File: config.mk
export PLATFORM = sky130hd
export DESIGN_NAME = shadow_reg_bank
export DESIGN_NICKNAME = d
export VERILOG_FILES = /design/src/rtl/shadow_bank_pkg.sv /design/src/rtl/shadow_group.sv /design/src/rtl/commit_ctrl.sv /design/src/rtl/shadow_reg_bank.sv
export SDC_FILE = /design/constraint.sdc
export NUM_CORES = 2
export LEC_CHECK = 0
export CAP_MARGIN = 20
export CORE_AREA = 3 3 432 434
export CTS_BUF_LIST = sky130_fd_sc_hd__clkbuf_4 sky130_fd_sc_hd__clkbuf_8 sky130_fd_sc_hd__clkbuf_16
export DETAILED_ROUTE_END_ITERATION = 12
export DIE_AREA = 0 0 435 437
export RECOVER_POWER = 100
export SYNTH_ARGS = -nofsm -noshare
export SYNTH_HDL_FRONTEND = slang
export SYNTH_SLANG_ARGS = --single-unit
File: constraint.sdc
create_clock -name clk -period 3.47 [get_ports clk]
set_input_delay 0.5205 -clock clk [delete_from_list [all_inputs] [get_ports clk]]
set_output_delay 0.5205 -clock clk [all_outputs]
set_load 0.05 [all_outputs]
File: src/rtl/shadow_bank_pkg.sv
package shadow_bank_pkg;
  localparam int SLOTS     = 8;
  localparam int SLOT_W    = 3;
  localparam int GEN_SLOT  = 0;
  localparam int WIN_BASE  = 1;
  localparam int CUR_SLOT  = 7;
  localparam int MAX_WIN   = CUR_SLOT - WIN_BASE;
  localparam int UPD_SHIFT = 8;

  // slots that carry storage
  function automatic logic [SLOTS-1:0] slot_present(int nwin);
    logic [SLOTS-1:0] m;
    m = '0;
    m[GEN_SLOT] = 1'b1;
    m[CUR_SLOT] = 1'b1;
    for (int i = 0; i < MAX_WIN; i++)
      if (i < nwin) m[WIN_BASE+i] = 1'b1;
    return m;
  endfunction

  // slots with the intermediate frozen copy
  function automatic logic [SLOTS-1:0] slot_triple(int nwin, bit tri_win, bit tri_cur);
    logic [SLOTS-1:0] m;
    m = '0;
    for (int i = 0; i < MAX_WIN; i++)
      if (tri_win && i < nwin) m[WIN_BASE+i] = 1'b1;
    m[CUR_SLOT] = tri_cur;
    return m;
  endfunction
endpackage

File: src/rtl/shadow_group.sv
module shadow_group #(
  parameter int DW     = 32,
  parameter int RB     = 2,
  parameter bit TRIPLE = 1'b0,
  localparam int NREG  = 1 << RB
) (
  input  logic               clk,
  input  logic               rst_n,
  input  logic               wr_en,
  input  logic [RB-1:0]      wr_idx,
  input  logic [DW-1:0]      wr_data,
  input  logic               arm_now,
  input  logic               latch_now,
  input  logic [RB-1:0]      rd_idx,
  output logic [DW-1:0]      rd_asm,
  output logic [DW-1:0]      rd_act,
  output logic [NREG*DW-1:0] act_out
);
  logic [DW-1:0] asm_q [NREG];
  logic [DW-1:0] act_q [NREG];
  logic [DW-1:0] src_w [NREG];
  logic [NREG*DW-1:0] src_flat;

  always_ff @(posedge clk or negedge rst_n) begin
    if (!rst_n) begin
      for (int i = 0; i < NREG; i++) asm_q[i] <= '0;
    end else if (wr_en) begin
      asm_q[wr_idx] <= wr_data;
    end
  end

  generate
    if (TRIPLE) begin : g_three
      logic [DW-1:0] arm_q [NREG];
      logic [NREG*DW-1:0] arm_flat;
      always_ff @(posedge clk or negedge rst_n) begin
        if (!rst_n) begin
          for (int i = 0; i < NREG; i++) arm_q[i] <= '0;
        end else if (arm_now) begin
          for (int i = 0; i < NREG; i++) arm_q[i] <= asm_q[i];
        end
      end
      for (genvar r = 0; r < NREG; r++) begin : g_src
        assign src_w[r] = arm_q[r];
        assign arm_flat[r*DW +: DW] = arm_q[r];
      end
      // frozen copy moves only on a freeze request
      a_r5_frozen_hold: assert property (@(posedge clk) disable iff (!rst_n)
        !arm_now |=> $stable(arm_flat));
    end else begin : g_two
      for (genvar r = 0; r < NREG; r++) begin : g_src
        assign src_w[r] = asm_q[r];
      end
      // two-stage groups never receive a freeze strobe
      a_r5_no_freeze_two: assert property (@(posedge clk) disable iff (!rst_n)
        !arm_now);
    end
  endgenerate

  always_ff @(posedge clk or negedge rst_n) begin
    if (!rst_n) begin
      for (int i = 0; i < NREG; i++) act_q[i] <= '0;
    end else if (latch_now) begin
      for (int i = 0; i < NREG; i++) act_q[i] <= src_w[i];
    end
  end

  for (genvar r = 0; r < NREG; r++) begin : g_flat
    assign act_out[r*DW +: DW]  = act_q[r];
    assign src_flat[r*DW +: DW] = src_w[r];
  end

  assign rd_asm = asm_q[rd_idx];
  assign rd_act = act_q[rd_idx];

  // live copy holds between latches
  a_r2_live_hold: assert property (@(posedge clk) disable iff (!rst_n)
    !latch_now |=> $stable(act_out));
  // a latch takes the source as it stood before the edge
  a_r9_latch_old_src: assert property (@(posedge clk) disable iff (!rst_n)
    latch_now |=> act_out == $past(src_flat));
endmodule

File: src/rtl/commit_ctrl.sv
module commit_ctrl
  import shadow_bank_pkg::*;
#(
  parameter logic [SLOTS-1:0] PRESENT = '1,
  parameter logic [SLOTS-1:0] TRIPLE  = '0
) (
  input  logic             clk,
  input  logic             rst_n,
  input  logic             ctl_we,
  input  logic [SLOTS-1:0] req_act,
  input  logic [SLOTS-1:0] req_upd,
  input  logic             stopped,
  input  logic             frame_start,
  output logic [SLOTS-1:0] pending,
  output logic [SLOTS-1:0] upd_seen,
  output logic [SLOTS-1:0] arm_now,
  output logic [SLOTS-1:0] fire
);
  logic [SLOTS-1:0] new_act;
  logic             open_win;

  assign open_win = stopped | frame_start;
  assign fire     = pending & {SLOTS{open_win}};
  assign new_act  = ctl_we ? (req_act & PRESENT) : '0;
  assign arm_now  = ctl_we ? (req_upd & PRESENT & TRIPLE) : '0;

  always_ff @(posedge clk or negedge rst_n) begin
    if (!rst_n) begin
      pending  <= '0;
      upd_seen <= '0;
    end else begin
      pending  <= (pending & ~fire) | new_act;
      upd_seen <= ctl_we ? (req_upd & PRESENT) : '0;
    end
  end

  // absent slots never hold a request
  a_r6_absent_idle: assert property (@(posedge clk) disable iff (!rst_n)
    (pending & ~PRESENT) == '0);
  // no request is dropped while running between frames
  a_r4_hold_running: assert property (@(posedge clk) disable iff (!rst_n)
    (!stopped && !frame_start) |=> ((pending & $past(pending)) == $past(pending)));
  // while stopped and idle on the bus, requests drain in one edge
  a_r3_stopped_drain: assert property (@(posedge clk) disable iff (!rst_n)
    (stopped && !ctl_we) |=> pending == '0);
  // freeze readback lasts one cycle
  a_r10_upd_clears: assert property (@(posedge clk) disable iff (!rst_n)
    !ctl_we |=> upd_seen == '0);
endmodule

File: src/rtl/shadow_reg_bank.sv
module shadow_reg_bank
  import shadow_bank_pkg::*;
#(
  parameter int DW         = 32,
  parameter int RB         = 2,
  parameter int NWIN       = 3,
  parameter bit TRIPLE_WIN = 1'b1,
  parameter bit TRIPLE_CUR = 1'b0,
  parameter int MODE_W     = 2,
  localparam int NREG      = 1 << RB,
  localparam int AW        = RB + SLOT_W + 1,
  localparam int GW        = NREG * DW
) (
  input  logic                clk,
  input  logic                rst_n,
  input  logic [AW-1:0]       bus_addr,
  input  logic                bus_we,
  input  logic [DW-1:0]       bus_wdata,
  output logic [DW-1:0]       bus_rdata,
  input  logic                frame_start,
  output logic                ctrl_stopped,
  output logic [SLOTS*GW-1:0] act_cfg
);
  localparam logic [SLOTS-1:0] PRESENT  = slot_present(NWIN);
  localparam logic [SLOTS-1:0] TRIPLE_M = slot_triple(NWIN, TRIPLE_WIN, TRIPLE_CUR);

  logic              is_cmd;
  logic [SLOT_W-1:0] slot;
  logic [RB-1:0]     ridx;
  logic              ctl_we;
  logic              acc_we;
  logic              rd_live_q;

  logic [SLOTS-1:0]  pending, upd_seen, arm_now, fire;
  logic [GW-1:0]     grp_act [SLOTS];
  logic [DW-1:0]     rd_asm  [SLOTS];
  logic [DW-1:0]     rd_act  [SLOTS];

  assign is_cmd = bus_addr[AW-1];
  assign slot   = bus_addr[RB +: SLOT_W];
  assign ridx   = bus_addr[RB-1:0];
  assign ctl_we = bus_we && is_cmd && !bus_addr[0];
  assign acc_we = bus_we && is_cmd && bus_addr[0];

  always_ff @(posedge clk or negedge rst_n) begin
    if (!rst_n)      rd_live_q <= 1'b0;
    else if (acc_we) rd_live_q <= bus_wdata[0];
  end

  assign ctrl_stopped = (grp_act[GEN_SLOT][MODE_W-1:0] == '0);

  commit_ctrl #(.PRESENT(PRESENT), .TRIPLE(TRIPLE_M)) u_commit (
    .clk        (clk),
    .rst_n      (rst_n),
    .ctl_we     (ctl_we),
    .req_act    (bus_wdata[SLOTS-1:0]),
    .req_upd    (bus_wdata[UPD_SHIFT +: SLOTS]),
    .stopped    (ctrl_stopped),
    .frame_start(frame_start),
    .pending    (pending),
    .upd_seen   (upd_seen),
    .arm_now    (arm_now),
    .fire       (fire)
  );

  for (genvar g = 0; g < SLOTS; g++) begin : g_slot
    if (PRESENT[g]) begin : g_on
      shadow_group #(.DW(DW), .RB(RB), .TRIPLE(TRIPLE_M[g])) u_grp (
        .clk      (clk),
        .rst_n    (rst_n),
        .wr_en    (bus_we && !is_cmd && (slot == SLOT_W'(g))),
        .wr_idx   (ridx),
        .wr_data  (bus_wdata),
        .arm_now  (arm_now[g]),
        .latch_now(fire[g]),
        .rd_idx   (ridx),
        .rd_asm   (rd_asm[g]),
        .rd_act   (rd_act[g]),
        .act_out  (grp_act[g])
      );
    end else begin : g_off
      assign grp_act[g] = '0;
      assign rd_asm[g]  = '0;
      assign rd_act[g]  = '0;
    end
    assign act_cfg[g*GW +: GW] = grp_act[g];
  end

  always_comb begin
    bus_rdata = '0;
    if (is_cmd) begin
      if (bus_addr[0]) bus_rdata[0] = rd_live_q;
      else             bus_rdata[2*SLOTS-1:0] = {upd_seen, pending};
    end else begin
      bus_rdata = rd_live_q ? rd_act[slot] : rd_asm[slot];
    end
  end

  // run/stop changes only through a general-group latch
  a_r8_mode_via_general: assert property (@(posedge clk) disable iff (!rst_n)
    !$stable(ctrl_stopped) |-> $past(fire[GEN_SLOT]));
  // while running and off the frame pulse, no group latches
  a_r4_no_early_latch: assert property (@(posedge clk) disable iff (!rst_n)
    (!ctrl_stopped && !frame_start) |-> fire == '0);
endmodule

After elaboration in Yosys (flattened, before gate mapping)

Cells that the tools add are included.

Register bits after elaboration: 1681
Input port bits: 42

$lt $le $gt $ge: 3
Eq/ne operators: 4
Muxes and demuxes: 51
Bitwise logic cells: 7
Reductions and logical operators: 14

Operators by type and width:

| kind                                                | number |
|---|---|
| two-way mux 32 bit                                  | 26 |
| binary-select mux 32 bit (select 2 bit)             | 10 |
| bitwise mux 128 bit                                 | 5 |
| binary-select mux 32 bit (select 3 bit)             | 2 |
| demux 32 bit (select 2 bit)                         | 1 |
| two-way mux 16 bit                                  | 2 |
| AND 8 bit                                           | 2 |
| two-way mux 8 bit                                   | 2 |
| two-way mux 15 bit                                  | 1 |
| logical AND 1 bit                                   | 10 |
| NOT 8 bit                                           | 1 |
| bitwise OR 8 bit                                    | 1 |
| equality test 3 x 2 -> 1 bit, second input constant | 2 |
| >= comparator 4 bit, second input constant          | 1 |
| two-way mux 4 bit                                   | 1 |
| NOT 3 -> 4 bit                                      | 1 |
| equality test 3 x 1 -> 1 bit, second input constant | 1 |
| equality test 3 bit, second input constant          | 1 |
| >= comparator 3 bit, second input constant          | 1 |
| zero test 3 bit                                     | 1 |
| < comparator 3 x 1 -> 1 bit, second input constant  | 1 |
| NOT 2 -> 3 bit                                      | 1 |
| zero test 1 bit                                     | 2 |
| zero test 2 bit                                     | 1 |
| other kinds (2)                                     | 2 |

Depth between registers and ports, before layout

Depth in word-level cells: 9
Mapped depth: 10
Mapped depth without buffers: 5

Hierarchy

From an unflattened synthesis, not the netlist that was laid out.

Cell total of the unflattened synthesis: 4734
Area total of the unflattened synthesis: 75822.7 µm²

By module, submodules not included:

| module                                   | instances | cells each | area an instance (µm²) | seq. area each (µm²) |
|---|---|---|---|---|
| shadow_group at g_slot[1].g_on.u_grp ... | 3         | 890        | 15693.8                | 9609.2 |
| shadow_group at g_slot[0].g_on.u_grp ... | 2         | 620        | 10980.5                | 6406.1 |
| shadow_reg_bank                          | 1         | 778        | 6216.0                 | 25.0 |
| commit_ctrl                              | 1         | 46         | 564.3                  | 325.3 |

Least setup slack after synthesis

No wires, ideal clock.

Path type: input -> output
From: input bus_addr[4]
To: output bus_rdata[22]
Arrival time: 3235 ps
Path slack: -285 ps
Stages on the path: 6
Cell sequence: buf_2 > buf_2 > buf_1 > clkbuf_1 > a2111oi_0 > nor4_1

Cells in the longest elaborated chain, start to end: 6
Elaborated cells between the ends (all ways): 9
Classes of those cells: mux: 8; bitwise: 1

RTL lines:

| element                                                | RTL line              | text |
|---|---|---|
| start: declaration                                     | shadow_reg_bank.sv:16 | `input logic [AW-1:0] bus_addr,` |
| NOT 3 -> 4 bit (not written as such) (*)               | shadow_reg_bank.sv:95 | `bus_rdata = rd_live_q ? rd_act[slot] : rd_asm[slot];` |
| binary-select mux 32 bit (select 3 bit)                | shadow_reg_bank.sv:95 |  |
| two-way mux 32 bit (not written as such) (2 in series) | shadow_reg_bank.sv:95 |  |
| two-way mux 32 bit (*)                                 | shadow_reg_bank.sv:95 |  |
| two-way mux 16 bit (*)                                 | shadow_reg_bank.sv:91 | `if (is_cmd) begin` |
| end: declaration                                       | shadow_reg_bank.sv:19 | `output logic [DW-1:0] bus_rdata,` |

Every way passes the cells marked *; elsewhere a longest branch is shown, timed or not. The select of a mux whose other input is x is not followed.

Worst setup path after layout

From: input bus_addr[4]
To: register g_slot[7].g_on.u_grp.asm_q[43] (netlist name)

Cells in the longest elaborated chain, start to end: 2

RTL lines:

| element                        | RTL line              | text |
|---|---|---|
| equality test 3 bit            | shadow_reg_bank.sv:71 | `.wr_en (bus_we && !is_cmd && (slot == SLOT_W'(g))),` |
| logical AND 1 bit              | shadow_reg_bank.sv:71 |  |
| end signal: indexed assignment | shadow_group.sv:28    | `asm_q[wr_idx] <= wr_data;` |
| end: declaration               | shadow_group.sv:19    | `logic [DW-1:0] asm_q [NREG];` |

No other way between the ends.
A chain may end at the register's enable or synchronous reset.

==> metrics.csv <==
metric;value;unit
synth_cell_types;51;
netSwitchingPower;19.7;mW
ff2ff_path_depth;5;
whs_path_depth;1;
cts_buffer_depth;3;
path_class;input port to register;
drc_errors;0;
arrival;4.13;ns
dp.cells;8024;
vias;46095;
wl;266000;µm
wl_per_cell;31.7;µm
reg2reg_slack;0.21;ns
port_buffers;714;
fin_setup_tns;0;ns
critPathMaxFanout;25;
r2r-start;g_slot[0].g_on.u_grp.act_out[0];
io_pins;1099;
die_y;437;µm
critPathMaxStageDelay;1.61;ns
peakVddDrop;0.377;mV
routed_via_density;5.51;
synth_flop_cell;dfrtp_1;
grt_pass1_wl;375000;µm
holdCritPathClass;register to register;
path_clk_slew;0.06;ns
fin_area;91700;µm²
power_leakage;45.1;nW
drive_above_1_share;44.8;%
cts.sinks;1678;
initial_core_util;41.3;%
p_per_area;645;nW/µm²
finalNonFillerCells;8366;
r2r_end;g_slot[0].g_on.u_grp.act_out[23];
clkLatencyLatePin;0.83;ns
maxCapViolations;14;
report.final.slew_viol_count;581;
dpl_cell_area;86400;µm²
async_flop_share;100;%
yosys_warnings;0;
required;4.15;ns
syn_inst;4920;
dieArea;190000;µm²
first_pass_iters;5;
ys_ff_latch;1678;
setup-violations-final;0;
fmax;0.290;GHz
overflow;0;
grt_max_degree;122;
status;finished, violations left;
syn2layout_area_growth;21.1;%
cts-buffers-inserted;184;
gp_congestion;0.856;
synth_edf_count;0;
synthesis.area;75700;µm²
cts_root_buf;clkbuf_16;
antenna_found_initial;23;
pwr-share-comb;23.8;%
cts_tree;done;
p_sw_share;33.3;%
skew;0.0355;ns
fill_cells;15768;
max-slew-margin-rel;-80.3;%
whs;0.487;ns
dieWidth;435;µm
crit_family;buffers and inverters;
power_frac_clock;33.6;%
finalCriticalPeriod;3.45;ns
p_seq_share;42.6;%
drt_iter0_markers;3184;
dp_hpwl;186000;µm
violations;capacitance limit, slew limit;
cts_max_level;4;
fin_crit_sh;99.4;%
hold_violations;0;
tightest_slew;2.70;ns
grt_pass1_vias;47776;
design.core.area;183000;µm²
crit_path_start_kind;input port;
avgSynthCellArea;15.4;µm²
seq_area_frac_synth;55.5;%
nets;5792;
multiInputGateArea;30600;µm²
cp_cell_sequence;buf_4 -> and3_1 -> buf_12 -> nand3b_1 -> nor3b_1 -> clkbuf_1 -> mux2_2;
crit_buf_inv;3;
end_kind;register;
grtUsageTotal;27.5;%
min_to;g_slot[1].g_on.u_grp.act_out[65];
drtAntennaViolNets;0;
p_int;39.4;mW
min-delay-start;g_slot[1].g_on.u_grp.g_three.arm_flat[65];
seq_area;42000;µm²
rows;157;
worst_path_max_delay_cell;clkbuf_1;
==> per-stage QoR <==
stage                     power [mW]  utilization [%]  setup WS (ns)
after floorplan                 34.3                -         0.0398
after detailed placement        40.2             47.2         -0.111
after CTS                       60.2             50.6         0.0118
after global placement          40.0             47.2         -0.168
final                           59.1             50.1         0.0219
after global routing            61.2             50.1      -0.000893
==> power groups by stage <==
stage               Sequential [mW]  Clock, mW  Combinational [mW]
floorplan                      28.3          0                5.96
global placement               25.5          0                14.5
detailed placement             25.5          0                14.7
CTS                            25.2       20.2                14.7
global route                   25.5       21.0                14.7
finish                         25.2       19.9                14.1
==> per-layer routing <==
layer  GRT usage, %  vias up  routed length (µm)  part of all wire, %
met5              0        -                   0                    0
met1           34.2    25120              105000                   40
met4           11.4        0               11600                  4.4
met3           4.69      402               14000                  5.3
li1               -    18943                   -                    -
met2           47.4     1630              135000                   51
==> flip-flops by register name, summed over array words and instances, names as in the netlist <==
register,flops
g_slot.g_on.u_grp.g_three.arm_flat,384
g_slot.g_on.u_grp.asm_q,640
u_commit.pending,8
rd_live_q,1
u_commit.upd_seen,5
g_slot.g_on.u_grp.act_out,640
==> synthesized netlist by cell type, types with 5 or more instances <==
cell | count | area share [%]
a21oi_1 | 48 | 0.32
nor3b_2 | 5 | 0.083
a2111oi_0 | 11 | 0.13
o211ai_1 | 11 | 0.11
o22a_1 | 6 | 0.069
a311oi_1 | 12 | 0.14
mux4_2 | 284 | 8.5
o21ai_0 | 17 | 0.11
buf_1 | 7 | 0.035
nand3_1 | 18 | 0.12
nand2_1 | 70 | 0.35
o2111ai_1 | 8 | 0.093
nor2_1 | 36 | 0.18
mux2i_1 | 105 | 1.4
mux2_2 | 1689 | 25
inv_1 | 6 | 0.030
clkbuf_1 | 127 | 0.63
dfrtp_1 | 1678 | 55
mux2_1 | 10 | 0.15
a221oi_1 | 7 | 0.081
or2_2 | 5 | 0.041
a22oi_1 | 52 | 0.52
and3_1 | 15 | 0.12
nor3_1 | 13 | 0.086
buf_2 | 191 | 1.3
a211oi_1 | 5 | 0.050
a22o_1 | 7 | 0.081
nor2b_1 | 9 | 0.074
buf_4 | 414 | 4.1
o22ai_1 | 10 | 0.083
and2_1 | 6 | 0.050
buf_6 | 9 | 0.13
==> cell type report <==
cell class / instances / area share [%]
multi-input cells: 2867 / 33.4
well taps: 2464 / 3.36
repair buffers: 1013 / 10.7
flip-flops and latches: 1678 / 45.8
clock buffers: 283 / 6.15
clock inverters: 39 / 0.575
diodes: 16 / 0.0437
inverters: 6 / 0.0246
==> how the worst max path moves through the flow <==
stage	start	to	slack (ns)	cells after the start
after CTS	g_slot[3].g_on.u_grp.asm_q[22]	bus_rdata[22]	0.01	6
after global placement	bus_addr[0]	bus_rdata[29]	-0.17	9
after floorplan	bus_addr[2]	bus_rdata[0]	0.04	7
after global routing	g_slot[7].g_on.u_grp.asm_q[80]	bus_rdata[16]	-0.0009	7
final	bus_addr[4]	g_slot[7].g_on.u_grp.asm_q[43]	0.02	7
after detailed placement	bus_addr[1]	bus_rdata[0]	-0.11	9
==> cells in the final DEF (no fill, tap or decap), types with 39 or more instances in the layout <==
cell type,netlist,final
a21oi_1,48,48
a22oi_1,52,52
buf_12,0,55
buf_4,414,151
clkbuf_1,127,39
clkbuf_16,0,188
clkbuf_2,1,49
clkbuf_4,0,88
clkbuf_8,0,40
conb_1,1,384
dfrtp_1,1678,1677
dlygate4sd3_1,0,644
mux2_2,1689,1689
mux2i_1,105,104
mux4_2,284,284
nand2_1,70,61
==> timing repair <==
| action | in CTS | in global routing |
|---|---|---|
| endpoints found under the setup margin | 25 | 8 |
| resized for setup | 20 | 7 |
| hold buffers | 1 | 0 |
| hold endpoints to repair | 67 | 0 |
| cloned | 0 | 1 |
| buffers inserted | 1 | 0 |
| pin swaps | 2 | 0 |
==> cell families after synthesis <==
group                  count (synthesis)  share of synthesized area, %
other                                  1                       0.00496
AO/OA/AOI/OAI                        204                          1.88
buffers and inverters                758                          6.26
multiplexers                        2088                          35.1
AND/OR/NAND/NOR                      191                          1.25
flip-flops                          1678                          55.5
(Power assumes the default switching activity.)
